### src/rtl/adc_fmt_pkg.sv
package adc_fmt_pkg;
  localparam int unsigned NUM_CH = 2;

  typedef enum logic {
    CODE_OFFSET = 1'b0,
    CODE_TWOS   = 1'b1
  } coding_e;
endpackage

### src/rtl/fmt_lane.sv
module fmt_lane
  import adc_fmt_pkg::*;
#(
  parameter int unsigned DATA_W = 10
) (
  input  logic              clk,
  input  logic              rst_n,
  input  logic              cap_en,
  input  coding_e           coding,
  input  logic [DATA_W-1:0] smp_i,
  output logic [DATA_W-1:0] word_o
);
  localparam int unsigned MSB = DATA_W - 1;

  logic [DATA_W-1:0] word_q;
  logic [DATA_W-1:0] word_d;

  always_comb begin
    word_d = word_q;
    if (cap_en) begin
      word_d      = smp_i;
      word_d[MSB] = smp_i[MSB] ^ (coding == CODE_TWOS);
    end
  end

  always_ff @(posedge clk or negedge rst_n) begin
    if (!rst_n) word_q <= '0;
    else        word_q <= word_d;
  end

  assign word_o = word_q;

  // no capture means the word stays put
  assert_hold_R6: assert property (@(posedge clk) disable iff (!rst_n)
    !cap_en |=> $stable(word_q));

  // coding touches only the top bit
  assert_lsb_pass_R2: assert property (@(posedge clk) disable iff (!rst_n)
    cap_en |=> word_q[MSB-1:0] == $past(smp_i[MSB-1:0]));
endmodule

### src/rtl/wake_ctrl.sv
module wake_ctrl #(
  parameter int unsigned WAKE_CYC = 4
) (
  input  logic clk,
  input  logic rst_n,
  input  logic halt_i,
  output logic valid_o
);
  // One spare code keeps the width nonzero when WAKE_CYC is 0
  localparam int unsigned CW = $clog2(WAKE_CYC + 2);
  localparam logic [CW-1:0] RELOAD = CW'(WAKE_CYC);

  logic [CW-1:0] cnt_q, cnt_d;
  logic          vld_q, vld_d;

  always_comb begin
    cnt_d = cnt_q;
    vld_d = 1'b0;
    if (halt_i) begin
      cnt_d = RELOAD;
    end else if (cnt_q != '0) begin
      cnt_d = cnt_q - 1'b1;
    end else begin
      vld_d = 1'b1;
    end
  end

  always_ff @(posedge clk or negedge rst_n) begin
    if (!rst_n) begin
      cnt_q <= RELOAD;
      vld_q <= 1'b0;
    end else begin
      cnt_q <= cnt_d;
      vld_q <= vld_d;
    end
  end

  assign valid_o = vld_q;

  assert_halt_novalid_R7: assert property (@(posedge clk) disable iff (!rst_n)
    halt_i |=> !vld_q);

  assert_cnt_bound_R8: assert property (@(posedge clk) disable iff (!rst_n)
    cnt_q <= RELOAD);
endmodule

### src/rtl/dual_adc_out_fmt.sv
module dual_adc_out_fmt
  import adc_fmt_pkg::*;
#(
  parameter int unsigned DATA_W   = 10,
  parameter int unsigned WAKE_CYC = 4
) (
  input  logic              clk,
  input  logic              rst_n,
  input  logic [DATA_W-1:0] smp_a_i,
  input  logic [DATA_W-1:0] smp_b_i,
  input  logic              twos_sel_i,
  input  logic              out_dis_i,
  input  logic              sleep_i,
  input  logic              pdown_i,
  output logic [DATA_W-1:0] dout_a_o,
  output logic [DATA_W-1:0] dout_b_o,
  output logic              drive_a_o,
  output logic              drive_b_o,
  output logic              valid_o
);
  logic [DATA_W-1:0] smp_arr  [NUM_CH];
  logic [DATA_W-1:0] word_arr [NUM_CH];
  logic              halt;
  logic              cap_en;

  assign halt    = sleep_i | pdown_i;
  assign cap_en  = ~halt;

  assign smp_arr[0] = smp_a_i;
  assign smp_arr[1] = smp_b_i;

  // one shared capture enable for every lane
  for (genvar ch = 0; ch < NUM_CH; ch++) begin : g_lane
    fmt_lane #(.DATA_W(DATA_W)) u_lane (
      .clk    (clk),
      .rst_n  (rst_n),
      .cap_en (cap_en),
      .coding (coding_e'(twos_sel_i)),
      .smp_i  (smp_arr[ch]),
      .word_o (word_arr[ch])
    );
  end

  wake_ctrl #(.WAKE_CYC(WAKE_CYC)) u_wake (
    .clk     (clk),
    .rst_n   (rst_n),
    .halt_i  (halt),
    .valid_o (valid_o)
  );

  assign dout_a_o  = word_arr[0];
  assign dout_b_o  = word_arr[1];
  assign drive_a_o = ~out_dis_i;
  assign drive_b_o = ~out_dis_i;
endmodule

### config.mk
export PLATFORM = sky130hd
export DESIGN_NAME = dual_adc_out_fmt
export DESIGN_NICKNAME = d
export VERILOG_FILES = /design/src/rtl/adc_fmt_pkg.sv /design/src/rtl/fmt_lane.sv /design/src/rtl/wake_ctrl.sv /design/src/rtl/dual_adc_out_fmt.sv
export SDC_FILE = /design/constraint.sdc
export NUM_CORES = 1
export LEC_CHECK = 0
export BUFFER_PORTS_ARGS = -buffer_cell sky130_fd_sc_hd__buf_2
export CAP_MARGIN = 15
export CORE_MARGIN = 1.5
export CORE_UTILIZATION = 45
export DETAILED_ROUTE_END_ITERATION = 7
export HOLD_SLACK_MARGIN = 0.08
export PLACE_DENSITY = 0.74
export SYNTH_ARGS = -nofsm -noshare
export SYNTH_HDL_FRONTEND = slang
export SYNTH_SLANG_ARGS = --single-unit
export TNS_END_PERCENT = 100
### constraint.sdc
create_clock -name clk -period 1.5 [get_ports clk]
set_clock_uncertainty 0.2 [all_clocks]
set_input_delay 0.15 -clock clk [delete_from_list [all_inputs] [get_ports clk]]
set_output_delay 0.15 -clock clk [all_outputs]
set_load 0.005 [all_outputs]
=== Yosys cells after proc, flatten, opt, wreduce, memory -nomap -nowiden ===
Cells that the tools add are included.

* Output and inout port bits: 23
* Input bits: 26
* Bits in registers: 24

* $add $sub $neg: 1
* Bitwise gates (word level): 4
* Reductions and logical operators: 2
* Muxes and demuxes: 4

{| class="wikitable"
|+ Operator list
! operator !! count
|-
| 3-bit 2-to-1 mux || 2
|-
| 3-bit nonzero test || 1
|-
| 3-bit by 1-bit subtractor with 3-bit output (second input constant) || 1
|-
| 1-bit 2-to-1 mux || 2
|-
| 2-bit nonzero test || 1
|-
| 1-bit XOR || 2
|-
| 1-bit NOT || 1
|-
| 1-bit bitwise OR || 1
|}

=== Longest topological paths before layout ===
Gate-level depths: netlist of the first run.

* Depth in word-level cells: 3
* Gate-level depth with buffers: 5
* Depth with buffers taken out: 5

=== Modules after synthesis ===
A second synthesis of the first run with hierarchy kept.

* Cells, all modules: 68
* Area, all modules: 1058.5 sq um

{| class="wikitable"
|+ By module, submodules not included
! module !! cells each !! area an instance (sq um) !! instances
|-
| fmt_lane || 23 || 410.4 || 2
|-
| wake_ctrl || 18 || 216.5 || 1
|-
| dual_adc_out_fmt || 4 || 21.3 || 1
|}

=== Worst setup path before layout of the first run ===
No wires, ideal clock.

* Path kind: register to register
* From: register u_wake.cnt_q[0]
* To: register u_wake.cnt_q[1]
* Clock period less this slack: 1.366 ns
* Stages on the path, launching flop included: 6
* Arrival: 1.054 ns
* Path slack: 0.134 ns
* Buffers on the path: 0
* Cells stage by stage: dfrtp_1 > inv_1 > ha_1 > nand2b_2 > nor2_1 > a2111oi_2

* Word-level cells in the longest chain between the ends: 3

{| class="wikitable"
|+ RTL lines
! item !! line !! RTL
|-
| start: declaration || wake_ctrl.sv:13 || <nowiki>logic [CW-1:0] cnt_q, cnt_d;</nowiki>
|-
| start signal: assignment || wake_ctrl.sv:33 || <nowiki>cnt_q <= cnt_d;</nowiki>
|-
| 3-bit by 1-bit subtractor with 3-bit output || wake_ctrl.sv:22 || <nowiki>cnt_d = cnt_q - 1'b1;</nowiki>
|-
| 3-bit 2-to-1 mux || wake_ctrl.sv:21 || <nowiki>end else if (cnt_q != '0) begin</nowiki>
|-
| 3-bit 2-to-1 mux || wake_ctrl.sv:19 || <nowiki>if (halt_i) begin</nowiki>
|}

Parallel ways exist; a longest one is shown, timed or not. The select of a mux whose other input is x is not followed.
A chain may end at the register's enable or synchronous reset.

=== Final worst setup path of the first run ===
Ends and elaborated chain as after synthesis.

==> out/qor.csv, run 1 <==
metric,value,unit
Hold/Removal Path Class,in2async,
# nets final,176,
Synth Register Bits,24,
Routability Congestion,0.602,
synthesis-to-finish area growth,62.3,%
Final Setup Violations,0,
CP max-delay cell,dfrtp_1,
FILL cells,135,
Avg Vias per Cell,4.54,
I/O pin count,49,
most frequent cells in the layout,"buf_2, dlygate4sd3_1, dfrtp_1",
met3 global-route usage,0.0292,
die area,2620,um^2
grt met2 use,0.316,
"wirelength, routed",2.35,mm
# Max-Cap Violations,0,
"Period Utilization, post-route",0.936,
CP required,1.51,ns
Switching Fraction,0.243,
CTS Buf Count,3,
Power Internal,1.15,mW
residual DRC count,0,
initial antenna violation count,0,
"Critical Path, Cell by Cell",inv_1 > ha_2 > nand2b_4 > a2111oi_2,
ant diodes,0,
Synth Cell Area,1050,um^2
share of post-route cells with drive strength above 1,0.558,
P_sw,369,uW
total gr overflow,0,
Logic pwr share,0.270,
root buf cell,clkbuf_4,
FMAX,712,MHz
sequential share of the synthesized area,0.575,
Worst Path Max Fanout,4,
Syn Inst Count,66,
busiest grt layer,met2,
DP HPWL,1.27,mm
Die Ht,51.2,um
First DRT Iteration DRCs,5,
Yosys warning count,0,
WL/cell,13.4,um
crit start category,register,
slew of the pin with the lowest slew margin,0.505,ns
clock share of power,0.217,
syn avg cell area,15.8,um^2
LEAKAGE,0.856,nW
H-tree lvl count,1,
max_slew headroom,0.664,
Final min period,1.40,ns
largest net degree at the start of global routing,25,
GRT Overall Usage,0.171,
crit path kind,reg2reg,
Routed Antenna Nets,0,
IO Port Bufs,48,
first-pass GRT wire length,3.34,mm
TNS Setup,0,ns
post-synth cell types,18,
cell area power density,896,nW/um^2
Crit path arrival time,1.41,ns
Max VDD drop,0.747,mV
vias in the first global route,789,
Setup crit end kind,register,
Reg power frac,0.513,
clock sink count,24,
core area,2210,um^2
via count,794,
final hold vios,0,
crit-path max cell delay,0.40,ns
CTS tree,done,
Initial Util,0.473,
clock slew at reported path FFs,0.12,ns
Clock Latency Late Sink,0.30,ns
worst hold slack,0.127,ns
grt met1 use,0.208,
die width,51.2,um
status,"complete, no violations",
"Net Count, Synth",94,
DRT Pass-1 Iters,3,
row cnt,17,
"most common cell after layout, fill and taps aside",buf_2,
"Slew Viols, Final",0,
Max clock buf depth,2,
==> logic make-up (layout without fill, tap and decap cells) <==
| group | Yosys count | in the layout | synth area share |
|---|---|---|---|
| flip-flops | 24 | 24 | 0.575 |
| multiplexers | 19 | 19 | 0.257 |
| adder cells (fa/ha/maj) | 2 | 2 | 0.0239 |
| buffers and inverters | 6 | 87 | 0.0478 |
| AO/OA/AOI/OAI | 3 | 3 | 0.0239 |
| AND/OR/NAND/NOR | 9 | 9 | 0.0466 |
| XOR/XNOR | 3 | 3 | 0.0251 |
==> worst paths after layout <==
| check | end | start | slack, ns | cells past startpoint |
|---|---|---|---|---|
| hold / removal | g_lane[1].u_lane.word_o[7] | rst_n | 0.13 | 2 |
| setup / recovery | u_wake.cnt_q[1] | u_wake.cnt_q[0] | 0.1 | 4 |
| max in group asynchronous | u_wake.cnt_q[2] | rst_n | 0.61 | 2 |
| hold reg to reg | g_lane[1].u_lane.word_o[7] | g_lane[1].u_lane.word_o[7] | 0.32 | 1 |
| min in group clk | g_lane[0].u_lane.word_o[5] | pdown_i | 0.15 | 4 |
| setup reg to reg | u_wake.cnt_q[1] | u_wake.cnt_q[0] | 0.1 | 4 |
==> layer usage <==
layer / vias up / wire length, um / part of all wire
li1: 389 / - / -
met4: 0 / 23 / 0.0098
met2: 35 / 1250 / 0.53
met5: - / 0 / 0
met3: 2 / 109 / 0.046
met1: 368 / 973 / 0.41
==> synth_stat cells (all sizes together) <==
master,instances,area share
a2111oi,1,0.014
a21oi,2,0.0096
buf,3,0.037
dfrtp,23,0.55
dfstp,1,0.025
ha,2,0.024
inv,3,0.011
mux2,18,0.25
mux2i,1,0.0096
nand2,1,0.0036
nand2b,1,0.0084
nor2,5,0.025
nor3,2,0.0096
xnor2,3,0.025
==> power groups by stage <==
stage	Combinational, mW	Sequential (mW)	Clock [mW]
global route	0.448	0.791	0.371
global placement	0.317	0.786	0
finish	0.411	0.781	0.330
floorplan	0.169	0.798	0
CTS	0.374	0.780	0.337
detailed placement	0.324	0.791	0
==> through the flow <==
stage          cells  setup WS (ns)   util  power (mW)  instance area, um^2
6_report         175         0.0961  0.768        1.52                 1700
5_1_grt          175      -0.000738  0.768        1.61                 1700
4_1_cts          168         0.0138  0.714        1.49                 1580
3_5_place_dp     140         0.0477  0.589        1.12                 1300
3_3_place_gp     140          0.117  0.589        1.10                 1300
2_1_floorplan     66          0.134      -       0.968                 1050
==> sequential cells by signal (all words and copies together) (netlist names) <==
| signal | flops |
|---|---|
| u_wake.cnt_q | 3 |
| u_wake.valid_o | 1 |
| g_lane.u_lane.word_o | 20 |
==> timing repair <==
item,4_1_cts,5_1_grt
buffers inserted,0,5
hold buffers,24,1
endpoints found under the hold margin,47,3
gates resized for setup,0,6
endpoints found under the setup margin,0,4
==> critical path, delay by kind of cell, from the launching register on <==
family / cells / cell delay (ns)
and+or+nand+nor: 1 / 0.08
adders and majority gates: 1 / 0.21
AOI/OAI and AO/OA: 1 / 0.34
buffers and inverters: 1 / 0.08
DFF: 1 / 0.40
==> area by class of cell <==
| cell class | count | area, um^2 | share of cell area |
|---|---|---|---|
| Sequential cell | 24 | 602 | 0.354 |
| Inverter | 3 | 11.3 | 0.00663 |
| Timing Repair Buffer | 80 | 612 | 0.360 |
| Multi-Input combinational cell | 36 | 402 | 0.237 |
| Clock buffer | 4 | 36.3 | 0.0214 |
| Tap cell | 28 | 35.0 | 0.0206 |
Note: power is estimated with default switching activity, not from simulation.
==> run 2, diff against run 1 <==
--- a/config.mk
+++ b/config.mk
@@ -13,4 +13,5 @@
 export HOLD_SLACK_MARGIN = 0.08
 export PLACE_DENSITY = 0.74
+export REMOVE_ABC_BUFFERS = 1
 export SYNTH_ARGS = -nofsm -noshare
 export SYNTH_HDL_FRONTEND = slang
==> constraint.sdc (replaced) <==
create_clock -name clk -period 1.5 [get_ports clk]
set_clock_uncertainty 0.2 [all_clocks]
set_input_delay 0.225 -clock clk [delete_from_list [all_inputs] [get_ports clk]]
set_output_delay 0.225 -clock clk [all_outputs]
set_load 0.005 [all_outputs]
==> run 2 against run 1 <==
  * Critical path depth is the same
  * Clock power shrank 14%
  * Die area is the same
  * Setup slack lost 0.028 ns
  * Final cell count shrank 1.7%
  * Total power shrank 4.1%
  * Critical endpoint unchanged
  * Sequential share of layout area grew 1.8 points
  * Sequential power is essentially flat
  * Count of clock-buffer cells in the layout is the same
==> out/qor.csv, run 2 (synthesis gave the netlist of run 1 again) <==
metric,value,unit,change
R2R Path Start,u_wake.cnt_q[0],,unchanged
crit start category,register,,unchanged
Avg Vias per Cell,4.66,,was 4.54
first-pass GRT wire length,3.73,mm,was 3.34 mm
Crit path arrival time,1.43,ns,was 1.41 ns
RSZ-0062 raised after global routing,false,,
post-placement cell count,141,,was 140
vias in the first global route,809,,was 789
total gr overflow,0,,unchanged
hold_sp,sleep_i,,
FILL cells,159,,was 135
crit path kind,reg2reg,,unchanged
Initial Util,0.473,,unchanged
Setup crit end kind,register,,unchanged
die area,2620,um^2,unchanged
die width,51.2,um,unchanged
Final Setup Violations,0,,unchanged
Setup WS pre-CTS,0.0146,ns,was 0.0477 ns
Worst Path Max Fanout,4,,unchanged
final setup margin,0.0681,ns,was 0.0961 ns
H-tree lvl count,1,,unchanged
WL/cell,12.5,um,was 13.4 um
FMAX,698,MHz,was 712 MHz
"Period Utilization, post-route",0.955,,was 0.936
status,"complete, no violations",,unchanged
TNS Setup,0,ns,unchanged
DRT Pass-1 Iters,3,,unchanged
First DRT Iteration DRCs,5,,unchanged
Finished Layout Cells,172,,was 175
row cnt,17,,unchanged
most frequent cells in the layout,"buf_2, dlygate4sd3_1, dfrtp_1",,unchanged
max_slew headroom,0.652,,was 0.664
# nets final,173,,was 176
CTS Buf Count,3,,unchanged
synthesis-to-finish area growth,54.5,%,was 62.3%
Hold/Removal Path Class,in2reg,,was in2async
I/O pin count,49,,unchanged
cell area power density,903,nW/um^2,was 896 nW/um^2
"wirelength, routed",2.15,mm,was 2.35 mm
slew of the pin with the lowest slew margin,0.522,ns,was 0.505 ns
critical path startpoint,u_wake.cnt_q[0],,unchanged
LEAKAGE,0.810,nW,was 0.856 nW
ant diodes,0,,unchanged
"Slew Viols, Final",0,,unchanged
clock sink count,24,,unchanged
# Max-Cap Violations,0,,unchanged
Clock Latency Late Sink,0.30,ns,about the same
"most common cell after layout, fill and taps aside",buf_2,,unchanged
CP required,1.50,ns,was 1.51 ns
Max clock buf depth,2,,unchanged
max reg flops,20,,unchanged
clock slew at reported path FFs,0.12,ns,about the same
GRT Overall Usage,0.194,,was 0.171
core area,2210,um^2,unchanged
root buf cell,clkbuf_4,,unchanged
IO Port Bufs,48,,unchanged
DP HPWL,1.41,mm,was 1.27 mm
residual DRC count,0,,unchanged
Routed Antenna Nets,0,,unchanged
share of post-route cells with drive strength above 1,0.549,,was 0.558
Max VDD drop,0.730,mV,was 0.747 mV
final hold vios,0,,unchanged
Die Ht,51.2,um,unchanged
CTS tree,done,,unchanged
largest net degree at the start of global routing,25,,unchanged
via count,802,,was 794
Routability Congestion,0.671,,was 0.602
initial antenna violation count,0,,unchanged
Final min period,1.43,ns,was 1.40 ns
final core occ,0.731,,was 0.768
overall power,1.46,mW,was 1.52 mW
## run 2: changes by cell type in the layout (fill, tap and decap cells not counted), sizes merged
cell,delta
dlymetal6s4s,-1
clkbuf,-2
## run 2: what timing repair did
action | CTS | global route
resized for setup | 0 | 3
hold endpoints to repair | 47 | 0
hold buffers | 24 | 0
setup buffers | 1 | 2
setup endpoints to repair | 1 | 1
## run 2: power by group
part | total [mW] | switching (mW) | internal (mW)
sequential | 0.784 | 0.0494 | 0.735
clock | 0.283 | 0.179 | 0.104
combinational | 0.393 | 0.136 | 0.256
total | 1.46 | 0.365 | 1.09
## run 2: stage by stage
stage	instance area [um^2]	hold WS, ns
CTS	1580	0.102
detailed placement	1310	0.0340
finish	1620	0.112
global placement	1310	0.0254
floorplan	1010	-0.271
global route	1620	0.103
## run 2: path summary, 6_finish.rpt
| check | end | slack (ns) | cells past startpoint |
|---|---|---|---|
| setup / recovery | u_wake.cnt_q[1] | 0.07 | 4 |
| hold / removal | u_wake.cnt_q[2] | 0.11 | 4 |
| setup reg to reg | u_wake.cnt_q[1] | 0.07 | 4 |
| hold reg to reg | g_lane[1].u_lane.word_o[7] | 0.33 | 1 |
| max in group asynchronous | u_wake.cnt_q[2] | 0.52 | 2 |
| min in group asynchronous | g_lane[0].u_lane.word_o[6] | 0.21 | 2 |
## run 2: metal layers
metal	share of wire	routed length, um	GRT usage	vias up
met5	0	0	0	-
met4	0.012	25	0.0789	0
met3	0.052	112	0.0322	4
met2	0.50	1090	0.320	31
met1	0.43	929	0.255	390
li1	-	-	-	377
## run 2: cell type report
type	instances	area [um^2]	share of cell area
Clock buffer	4	26.3	0.0163
Inverter	3	11.3	0.00697
Multi-Input combinational cell	36	412	0.255
Sequential cell	24	602	0.372
Tap cell	28	35.0	0.0217
Timing Repair Buffer	77	531	0.328
## run 2: worst max-delay path, stage by stage, from the launching register on
cell	delay (ns)
dfrtp_1	0.40
inv_1	0.13
ha_4	0.17
nand2b_4	0.07
a2111oi_2	0.36
==> run 3, diff against run 2 <==
Settings changed: CORE_UTILIZATION 45 to 35, PLACE_DENSITY 0.74 to 0.59.
==> run 3 against run 2 <==
  * Total power is 2.1% higher
  * Global-route usage is 6.2 points lower
  * Highest routed layer unchanged
  * Via count is 2.0% lower
  * First-iteration DRC count is 20% higher
==> out/qor.csv, run 3 (synthesis gave the netlist of run 1 again) <==
metric,value,unit,change
status,"complete, no violations",,unchanged
DP HPWL,1.38,mm,was 1.41 mm
synthesis-to-finish area growth,52.5,%,was 54.5%
residual DRC count,0,,unchanged
die area,3330,um^2,was 2620 um^2
Routed Antenna Nets,0,,unchanged
Final min period,1.45,ns,was 1.43 ns
max reg flops,20,,unchanged
GRT Overall Usage,0.132,,was 0.194
Hold/Removal Path Class,in2reg,,unchanged
CP required,1.52,ns,was 1.50 ns
most frequent cells in the layout,"buf_2, dlygate4sd3_1, dfrtp_1",,unchanged
final core occ,0.569,,was 0.731
Routability Congestion,0.655,,was 0.671
CTS tree,done,,unchanged
"Slew Viols, Final",0,,unchanged
Clock Latency Late Sink,0.31,ns,was 0.30 ns
post-placement cell count,144,,was 141
"wirelength, routed",2.07,mm,was 2.15 mm
crit path kind,reg2reg,,unchanged
Setup crit end kind,register,,unchanged
Crit path arrival time,1.46,ns,was 1.43 ns
First DRT Iteration DRCs,6,,was 5
DRT Pass-1 Iters,4,,was 3
root buf cell,clkbuf_4,,unchanged
P_sw,363,uW,was 365 uW
clock slew at reported path FFs,0.13,ns,was 0.12 ns
WL/cell,12.0,um,was 12.5 um
# nets final,170,,was 173
Reg power frac,0.525,,was 0.537
"Period Utilization, post-route",0.964,,was 0.955
RSZ-0062 raised after global routing,false,,unchanged
via count,786,,was 802
Max VDD drop,0.512,mV,was 0.730 mV
Worst Path Max Fanout,4,,unchanged
first-pass GRT wire length,3.36,mm,was 3.73 mm
"most common cell after layout, fill and taps aside",buf_2,,unchanged
H-tree lvl count,1,,unchanged
ant diodes,0,,unchanged
final hold vios,0,,unchanged
total gr overflow,0,,unchanged
crit start category,register,,unchanged
cell area power density,934,nW/um^2,was 903 nW/um^2
Finished Layout Cells,172,,unchanged
row cnt,19,,was 17
initial antenna violation count,0,,unchanged
Max clock buf depth,2,,unchanged
I/O pin count,49,,unchanged
Die Ht,57.7,um,was 51.2 um
die width,57.7,um,was 51.2 um
FMAX,691,MHz,was 698 MHz
slew of the pin with the lowest slew margin,0.526,ns,was 0.522 ns
LEAKAGE,0.800,nW,was 0.810 nW
placed cell area,1310,um^2,about the same
Avg Vias per Cell,4.57,,was 4.66
fin area,1600,um^2,was 1620 um^2
vias in the first global route,759,,was 809
IO Port Bufs,48,,unchanged
Logic pwr share,0.252,,was 0.269
Power Internal,1.13,mW,was 1.09 mW
Final Setup Violations,0,,unchanged
CTS Buf Count,3,,unchanged
TNS Setup,0,ns,unchanged
clock share of power,0.223,,was 0.194
# Max-Cap Violations,0,,unchanged
largest net degree at the start of global routing,25,,unchanged
overall power,1.49,mW,was 1.46 mW
clock sink count,24,,unchanged
core area,2810,um^2,was 2210 um^2
Initial Util,0.373,,was 0.473
Post-CTS Repair Setup Buffers,0,,was 1
max_slew headroom,0.649,,was 0.652
Switching Fraction,0.244,,was 0.250
share of post-route cells with drive strength above 1,0.539,,was 0.549
## run 3: changes by cell type in the layout (fill, tap and decap cells not counted)
| cell | before | now |
|---|---|---|
| buf_4 | 4 | 1 |
| clkbuf_1 | 1 | 0 |
| clkbuf_8 | 0 | 1 |
| ha_1 | 1 | 2 |
| ha_4 | 1 | 0 |
## run 3: critical path, stage by stage, from the launching register on
cell,delay [ns]
dfrtp_1,0.38
inv_1,0.07
ha_1,0.25
nand2b_4,0.11
nor2_1,0.05
a2111oi_2,0.31
## run 3: final cells by class
class | instances | area, um^2
Sequential cell | 24 | 602
Multi-Input combinational cell | 36 | 399
Tap cell | 31 | 38.8
Clock buffer | 4 | 36.3
Inverter | 3 | 11.3
Timing Repair Buffer | 74 | 508
Fill cell | 237 | 1210
## run 3: what timing repair did
action / 4_1_cts / 5_1_grt
hold buffers: 24 / 0
hold endpoints to repair: 47 / 0
setup endpoints to repair: 0 / 1
resized for setup: 0 / 1
## run 3: power by group through the flow
stage	Clock (mW)	Combinational (mW)	Sequential, mW
2_1_floorplan	0	0.158	0.798
3_3_place_gp	0	0.319	0.790
3_5_place_dp	0	0.328	0.791
4_1_cts	0.351	0.376	0.783
5_1_grt	0.374	0.410	0.791
6_report	0.332	0.376	0.782
## run 3: worst paths after layout
kind | from | end | slack [ns] | depth (start not counted)
setup reg to reg | u_wake.cnt_q[0] | u_wake.cnt_q[1] | 0.05 | 5
hold reg to reg | g_lane[1].u_lane.word_o[3] | g_lane[1].u_lane.word_o[3] | 0.32 | 1
setup / recovery | u_wake.cnt_q[0] | u_wake.cnt_q[1] | 0.05 | 5
min in group asynchronous | rst_n | g_lane[1].u_lane.word_o[9] | 0.23 | 2
max in group asynchronous | rst_n | u_wake.cnt_q[2] | 0.49 | 2
hold / removal | pdown_i | u_wake.cnt_q[2] | 0.12 | 4
## run 3: layer usage
metal | vias to the layer above | routed length [um] | global-route usage
li1 | 377 | - | -
met2 | 32 | 1040 | 0.232
met5 | - | 0 | 0
met3 | 2 | 118 | 0.0335
met1 | 375 | 898 | 0.165
met4 | 0 | 17 | 0.0299
## run 3: stage by stage
stage               hold slack [ns]  setup WS (ns)
floorplan                    -0.271         0.0698
global placement             0.0326          0.114
detailed placement           0.0422         0.0709
CTS                           0.112         0.0364
global route                  0.119        0.00332
finish                        0.122         0.0533
